--- src/rtl/cfgport_pkg.sv ---
package cfgport_pkg;
  typedef enum logic [1:0] {
    KIND_GENERAL = 2'd0,
    KIND_SPECIAL = 2'd1,
    KIND_OUTPUT  = 2'd2
  } port_kind_e;

  typedef enum logic [1:0] {
    SEL_CFG  = 2'd0,
    SEL_DAT  = 2'd1,
    SEL_PIN  = 2'd2,
    SEL_NONE = 2'd3
  } reg_sel_e;

  // bit positions of the strobe/flag bits in the special flavour
  localparam int HALT_BIT = 7;
  localparam int IDLE_BIT = 6;
endpackage

--- src/rtl/cfgport_regs.sv ---
module cfgport_regs
  import cfgport_pkg::*;
#(
  parameter int         W    = 8,
  parameter port_kind_e KIND = KIND_GENERAL
) (
  input  logic         clk,
  input  logic         rst,
  input  logic         we,
  input  logic [1:0]   sel,
  input  logic [W-1:0] wdata,
  output logic [W-1:0] cfg_q,
  output logic [W-1:0] dat_q,
  output logic         halt_req,
  output logic         idle_req
);
  localparam logic [W-1:0] STROBE_BITS = (W'(1) << HALT_BIT) | (W'(1) << IDLE_BIT);
  localparam logic [W-1:0] DAT_KEEP    = (KIND == KIND_SPECIAL) ? ~STROBE_BITS : {W{1'b1}};
  localparam logic [W-1:0] DAT_RESET   = (KIND == KIND_OUTPUT) ? {W{1'b1}} : {W{1'b0}};

  logic wr_cfg, wr_dat;
  assign wr_cfg = we && (sel == SEL_CFG);
  assign wr_dat = we && (sel == SEL_DAT);

  generate
    if (KIND == KIND_OUTPUT) begin : g_no_cfg
      assign cfg_q = '0;
    end else begin : g_cfg
      always_ff @(posedge clk) begin
        if (rst)         cfg_q <= '0;
        else if (wr_cfg) cfg_q <= wdata;
      end
    end
  endgenerate

  always_ff @(posedge clk) begin
    if (rst)         dat_q <= DAT_RESET;
    else if (wr_dat) dat_q <= wdata & DAT_KEEP;
  end

  generate
    if (KIND == KIND_SPECIAL) begin : g_strobe
      always_ff @(posedge clk) begin
        if (rst) begin
          halt_req <= 1'b0;
          idle_req <= 1'b0;
        end else begin
          halt_req <= wr_dat && wdata[HALT_BIT];
          idle_req <= wr_dat && wdata[IDLE_BIT];
        end
      end
    end else begin : g_no_strobe
      assign halt_req = 1'b0;
      assign idle_req = 1'b0;
    end
  endgenerate
endmodule

--- src/rtl/cfgport_padmode.sv ---
module cfgport_padmode
  import cfgport_pkg::*;
#(
  parameter int         W    = 8,
  parameter port_kind_e KIND = KIND_GENERAL
) (
  input  logic [W-1:0] cfg_q,
  input  logic [W-1:0] dat_q,
  output logic [W-1:0] pad_oe,
  output logic [W-1:0] pad_out,
  output logic [W-1:0] pad_pu
);
  generate
    for (genvar i = 0; i < W; i++) begin : g_bit
      if (KIND == KIND_OUTPUT) begin : g_drive
        assign pad_oe[i]  = 1'b1;
        assign pad_out[i] = dat_q[i];
        assign pad_pu[i]  = 1'b0;
      end else if (KIND == KIND_SPECIAL && (i == HALT_BIT || i == IDLE_BIT)) begin : g_fixed_in
        assign pad_oe[i]  = 1'b0;
        assign pad_out[i] = 1'b0;
        assign pad_pu[i]  = 1'b0;
      end else begin : g_mode
        // setup bit picks drive vs. input; value bit picks level or pull-up
        assign pad_oe[i]  = cfg_q[i];
        assign pad_out[i] = cfg_q[i] & dat_q[i];
        assign pad_pu[i]  = ~cfg_q[i] & dat_q[i];
      end
    end
  endgenerate
endmodule

--- src/rtl/cfgport_sync.sv ---
module cfgport_sync #(
  parameter int W      = 8,
  parameter int STAGES = 2
) (
  input  logic         clk,
  input  logic         rst,
  input  logic [W-1:0] d,
  output logic [W-1:0] q
);
  logic [W-1:0] chain [STAGES];

  generate
    for (genvar s = 0; s < STAGES; s++) begin : g_stage
      always_ff @(posedge clk) begin
        if (rst)         chain[s] <= '0;
        else if (s == 0) chain[s] <= d;
        else             chain[s] <= chain[(s == 0) ? 0 : s-1];
      end
    end
  endgenerate

  assign q = chain[STAGES-1];
endmodule

--- src/rtl/cfg_io_port.sv ---
module cfg_io_port
  import cfgport_pkg::*;
#(
  parameter int         W           = 8,
  parameter port_kind_e KIND        = KIND_GENERAL,
  parameter int         SYNC_STAGES = 2
) (
  input  logic         clk,
  input  logic         rst,
  input  logic [1:0]   bus_sel,
  input  logic         bus_we,
  input  logic [W-1:0] bus_wdata,
  output logic [W-1:0] bus_rdata,
  input  logic [W-1:0] pad_in,
  output logic [W-1:0] pad_oe,
  output logic [W-1:0] pad_out,
  output logic [W-1:0] pad_pu,
  output logic         halt_req,
  output logic         idle_req,
  output logic         alt_clk_phase,
  output logic         halt_start_delay
);
  logic [W-1:0] cfg_q, dat_q, pin_q;

  cfgport_regs #(.W(W), .KIND(KIND)) regs_i (
    .clk(clk), .rst(rst), .we(bus_we), .sel(bus_sel), .wdata(bus_wdata),
    .cfg_q(cfg_q), .dat_q(dat_q), .halt_req(halt_req), .idle_req(idle_req)
  );

  cfgport_padmode #(.W(W), .KIND(KIND)) pad_i (
    .cfg_q(cfg_q), .dat_q(dat_q),
    .pad_oe(pad_oe), .pad_out(pad_out), .pad_pu(pad_pu)
  );

  cfgport_sync #(.W(W), .STAGES(SYNC_STAGES)) sync_i (
    .clk(clk), .rst(rst), .d(pad_in), .q(pin_q)
  );

  always_ff @(posedge clk) begin
    if (rst) bus_rdata <= '0;
    else begin
      case (bus_sel)
        SEL_CFG: bus_rdata <= cfg_q;
        SEL_DAT: bus_rdata <= dat_q;
        SEL_PIN: bus_rdata <= pin_q;
        default: bus_rdata <= '0;
      endcase
    end
  end

  generate
    if (KIND == KIND_SPECIAL) begin : g_flags
      assign alt_clk_phase    = cfg_q[IDLE_BIT];
      assign halt_start_delay = cfg_q[HALT_BIT];
    end else begin : g_no_flags
      assign alt_clk_phase    = 1'b0;
      assign halt_start_delay = 1'b0;
    end
  endgenerate
endmodule

--- config.mk ---
export PLATFORM = sky130hd
export DESIGN_NAME = cfg_io_port
export DESIGN_NICKNAME = d
export VERILOG_FILES = /design/src/rtl/cfgport_pkg.sv /design/src/rtl/cfgport_regs.sv /design/src/rtl/cfgport_padmode.sv /design/src/rtl/cfgport_sync.sv /design/src/rtl/cfg_io_port.sv
export SDC_FILE = /design/constraint.sdc
export NUM_CORES = 1
export LEC_CHECK = 0
export ABC_AREA = 1
export CAP_MARGIN = 5
export CORE_MARGIN = 1.5
export CORE_UTILIZATION = 40
export CTS_CLUSTER_DIAMETER = 120
export DETAILED_ROUTE_END_ITERATION = 8
export GPL_ROUTABILITY_DRIVEN = 0
export MAX_ROUTING_LAYER = met4
export PLACE_DENSITY_LB_ADDON = 0.12
export SLEW_MARGIN = 10
export SYNTH_ARGS = -nofsm -noshare
export SYNTH_HDL_FRONTEND = slang
export SYNTH_SLANG_ARGS = --single-unit
export TNS_END_PERCENT = 20
--- constraint.sdc ---
create_clock -name clk -period 1.06 [get_ports clk]
set_input_delay 0.106 -clock clk [delete_from_list [all_inputs] [get_ports clk]]
set_output_delay 0.106 -clock clk [all_outputs]
set_load 0.01 [all_outputs]
[Yosys cells after proc, flatten, opt, wreduce, memory -nomap -nowiden]
Memory sizes are Yosys's and may differ from the RTL's.
Index checks and enable logic that the tools add are counted.
Operators by class
  bitwise gates (word level): 26
  multiplexer cells: 6
  reduce and logical (&&, ||, !) cells: 3
  eq/ne operators: 2
Operators by type and width (number)
  8-bit one-hot mux with 3 select lines: 1
  1-bit bitwise AND: 16
  8-bit 2-to-1 mux: 2
  1-bit NOT: 8
  1-bit 2-to-1 mux: 3
  2-bit by 1-bit equality test with 1-bit output, second input constant: 1
  2-bit equality test, second input constant: 1
  1-bit logical AND: 2
  2-bit logical NOT: 1
  1-bit bitwise OR: 2
Storage, ports and cells
  flip-flop bits (word level): 24
  memories kept: 1
  bits in writable memories: 16
  word-level logic and storage cells: 41
Memories
  sync_i.chain: depth 2, width 8, rd ports 2, clocked after memory_dff 0, write ports 2, line cfgport_sync.sv:10  | logic [W-1:0] chain [STAGES];

[Longest topological paths before layout]
Gate-level depths: netlist (run 1).
  word-level depth: 3
  depth in mapped cells: 7

[Hierarchy]
From an unflattened synthesis (run 1), not the netlist that was laid out.
Second synthesis, totals
  cells, all modules: 263
  area, all modules: 1846.8 um2
Modules (own cells, without submodules)
  cfgport_regs: instances 1, area an instance 739.5 um2, cells an instance 108
  cfgport_sync: instances 1, area an instance 474.2 um2, cells an instance 50
  cfg_io_port: instances 1, area an instance 432.9 um2, cells an instance 65
  cfgport_padmode: instances 1, area an instance 200.2 um2, cells an instance 40

[Worst setup path before layout (run 1)]
Ideal clock, no wire load.
  kind: input-to-reg
  from: input port bus_sel[1]
  to: register regs_i.cfg_q[0]
  required time: 948 ps
  path slack: 242 ps
  buffers on the path: 2
  stages: 6
  data arrival time: 706 ps
  library setup time: 112 ps
  cells stage by stage: buf_4 nor2_4 buf_4 nand3_1 nand2_1 nor2_1
Between the ends
  word-level cells in the longest chain between the ends: 2
Ends and longest elaborated chain
  start, declared: line cfg_io_port.sv:10  | input logic [1:0] bus_sel,
  2-bit logical NOT: line cfgport_regs.sv:22  | assign wr_cfg = we && (sel == SEL_CFG);
  1-bit logical AND: line cfgport_regs.sv:22
  end signal, assigned: line cfgport_regs.sv:31  | else if (wr_cfg) cfg_q <= wdata;
  end, declared: line cfgport_regs.sv:12  | output logic [W-1:0] cfg_q,
Every way passes these cells.
A chain may end at the register's enable or synchronous reset.

[Worst setup path in the final report (run 1)]
  from: register regs_i.cfg_q[4]
  to: output port pad_pu[4]
Between the ends
  word-level cells in the longest chain between the ends: 2
Ends and longest elaborated chain
  1-bit NOT: line cfgport_padmode.sv:27  | assign pad_pu[i] = ~cfg_q[i] & dat_q[i];
  1-bit bitwise AND: line cfgport_padmode.sv:27
  end, declared: line cfg_io_port.sv:17  | output logic [W-1:0] pad_pu,
Every way passes these cells.

==> impl_metrics.toml, run 1 <==
[yosys]
synthTopCellsByCount = "nor2_1 (56), inv_1 (49), nand2_1 (48)"
synth_compound_area_share_pct = 0
seq_area_frac_synth_pct = 47.8
synth_top_area_cell = "dfxtp_1"
syn-cell-area_um2 = 1670
syn_inst = 244
syn_avg_cell_area_um2 = 6.86
synthMuxAreaShare_pct = 0
synthSimpleGateAreaFrac_pct = 35.3
yosysMostFrequentCell = "nor2_1"
synth-seq-cells = 40
ys_types = 14
synthAdderAreaFrac_pct = 0
synth-async-reset-ratio_pct = 0
synth_warnings = 0
synth_edf_count = 0
synth_xor_area_share_pct = 0
synth_flop_cell = "dfxtp_1"
synth_top_family_by_area = "simple AND/OR/NAND/NOR gates"
synth_area_leaders = "dfxtp_1 (48%), nor2_1 (13%), inv_1 (11%), nand2_1 (11%), nand3_1 (9.6%)"
synth_top_area_share_pct = 47.8

[finish]
diodes = 0
synthToLayoutAreaGrowth_pct = 54.1
layout.cells.non_filler = 384
nets = 355
final_cell_area_um2 = 2580
fill_cells = 383
drive_gt1_share_pct = 25.4

[global_routing]
grt_pass1_vias = 1533
grt-ovfl-total = 0
antenna_found_initial = 0
grt_pass1_wl_um = 6370
grt_max_degree = 25
grtUsageTotal_pct = 19.6

[critical_path]
r2r_setup_slack_ns = 0.13
crit_required_ns = 0.95
path_cells = "buf_6 > nor2_1 > buf_2"
worst-path-buf-inv = 2
crit_family = "flip-flops"
r2r-end = "bus_rdata[3]$_SDFF_PP0_"
arrival_ns = 0.93
cp-startpoint = "regs_i.cfg_q[4]$_SDFFE_PP0P_"
start_kind = "flop"
crit_slowest_cell = "dfxtp_2"
criticalPathCategory = "reg -> out"
endpoint_kind = "primary output"
critPathMaxFanout = 3
rr_worst_depth = 6
max_stage_delay_ns = 0.34
r2r_start = "regs_i.dat_q[3]$_SDFFE_PP0P_"

[detailed_routing]
vias_per_cell = 4.32
drt_iter0_drc = 54
wl_per_cell_um = 9.93
num_vias = 1658
post-route-drc-count = 0
postRouteAntennaNets = 0
dr.pass1.iters = 4
routed_wirelength_um = 3810

[status]
status = "finished clean"

[cts]
clock_path_buffers = 2
htree_num_levels = 2
cts_tree = "yes"
numCtsBuffers = 5
clock-sinks = 40
clock-root-buffer = "clkbuf_8"
clk_pin_slew_ns = 0.07
clk_latency_ns = 0.29

[floorplan]
core_area_um2 = 4000
die_w_um = 67.7
initial_core_util_pct = 41.9
fp-row-count = 23
die_h_um = 67.7
io_pins = 57
die_area_um2 = 4580

[sta]
slew_viol_final = 0
rsz0062_at_grt = "true"
hold_violations = 0
min_period_ns = 1.04
fin_skew_ns = 0.00246
fin_crit_sh_pct = 98.2
timing.fmax_mhz = 961
setup_viol = 0

[power]
powerDensity_nw_per_um2 = 1370
p_leak_nw = 1.51
ir_drop_mv = 0.995

[placed_design]
place_area_um2 = 2470
io_buffers = 52
dp_cells = 371
post-dp-hpwl_um = 2870

[worst_hold_path]
hp-start = "pad_in[7]"
min_path_type = "in -> reg"
holdPathStages = 3
min_to = "sync_i.chain[0][7]$_SDFF_PP0_"

[job]
drv_cap = 0
==> report_power, final <==
group          leakage (nW)  switching (mW)  internal [mW]  total, mW
registers             0.335          0.0373           1.58       1.62
clock network        0.0642           0.507          0.926       1.43
logic                  1.11           0.225          0.264      0.490
==> cell families after synthesis <==
group | count (synthesis)
other | 1
flip-flops | 40
AND/OR/NAND/NOR | 139
buffers and inverters | 64
==> placed cells by master (no fill, tap or decap), types with 2 or more instances in the layout <==
cell,instances
buf_4,37
dlygate4sd2_1,15
nand2_1,48
dfxtp_1,24
buf_12,3
bufinv_16,2
nand3_1,32
clkbuf_8,5
inv_1,49
nor2_1,56
clkdlybuf4s50_1,18
inv_2,2
conb_1,4
clkdlybuf4s15_1,3
buf_2,16
dfxtp_2,16
==> final cells by class <==
| class | count | area, µm² | share of cell area (%) |
|---|---|---|---|
| flip-flops and latches | 40 | 821 | 31.8 |
| repair buffers | 93 | 771 | 29.9 |
| multi-input cells | 143 | 606 | 23.5 |
| inverters | 51 | 191 | 7.42 |
| clock buffers | 5 | 68.8 | 2.67 |
| well taps | 50 | 62.6 | 2.42 |
| clock inverters | 2 | 60.1 | 2.33 |
==> flip-flops by register name, indices dropped and copies added, names as in the netlist <==
name / count
regs_i.dat_q: 8
regs_i.cfg_q: 8
sync_i.chain: 16
bus_rdata: 8
==> stage by stage <==
stage	util [%]	hold slack, ns	setup WS (ns)	setup TNS, ns	power (mW)
4_1_cts	63.9	0.317	0.00262	0	3.57
2_1_floorplan	-	0.213	0.242	0	1.86
3_3_place_gp	61.7	0.389	-0.318	-7.60	2.14
5_1_grt	64.5	0.334	-0.0344	-0.0835	3.70
6_report	64.5	0.324	0.0192	0	3.54
3_5_place_dp	61.7	0.393	-0.365	-8.53	2.15
==> worst max path at each step <==
stage	endpoint	slack (ns)	cells after the start
global route	pad_pu[3]	-0.03	3
floorplan	regs_i.cfg_q[0]$_SDFFE_PP0P_	0.24	6
global placement	regs_i.cfg_q[0]$_SDFFE_PP0P_	-0.32	5
CTS	pad_pu[4]	0.003	3
detailed placement	regs_i.cfg_q[5]$_SDFFE_PP0P_	-0.37	5
finish	pad_pu[4]	0.02	3
==> tightest hold or removal path: cells and delay by family <==
family	cells	cell delay (ns)
buffers and inverters	2	0.44
AND/OR/NAND/NOR	1	0.03
==> timing repair <==
action	CTS	global route
endpoints found under the setup margin	49	15
buffers inserted	5	1
pin swaps	1	0
gates resized for setup	99	3
hold buffers	0	0
==> metal layers <==
layer | vias up | GRT usage, % | share of wire, %
li1 | 885 | - | -
met1 | 724 | 19.8 | 40
met2 | 40 | 35.3 | 53
met3 | 9 | 5.50 | 5.0
met4 | 0 | 7.65 | 1.9
met5 | - | - | 0
(Power assumes the default switching activity.)
==> run 2: changes to the inputs <==
--- a/config.mk
+++ b/config.mk
@@ -11,7 +11,6 @@
 export CORE_UTILIZATION = 40
 export CTS_CLUSTER_DIAMETER = 120
 export DETAILED_ROUTE_END_ITERATION = 8
-export GPL_ROUTABILITY_DRIVEN = 0
 export MAX_ROUTING_LAYER = met4
 export PLACE_DENSITY_LB_ADDON = 0.12
 export SLEW_MARGIN = 10
==> results of run 2 <==
The final DEF is identical to that of run 1; final timing and power are the same.
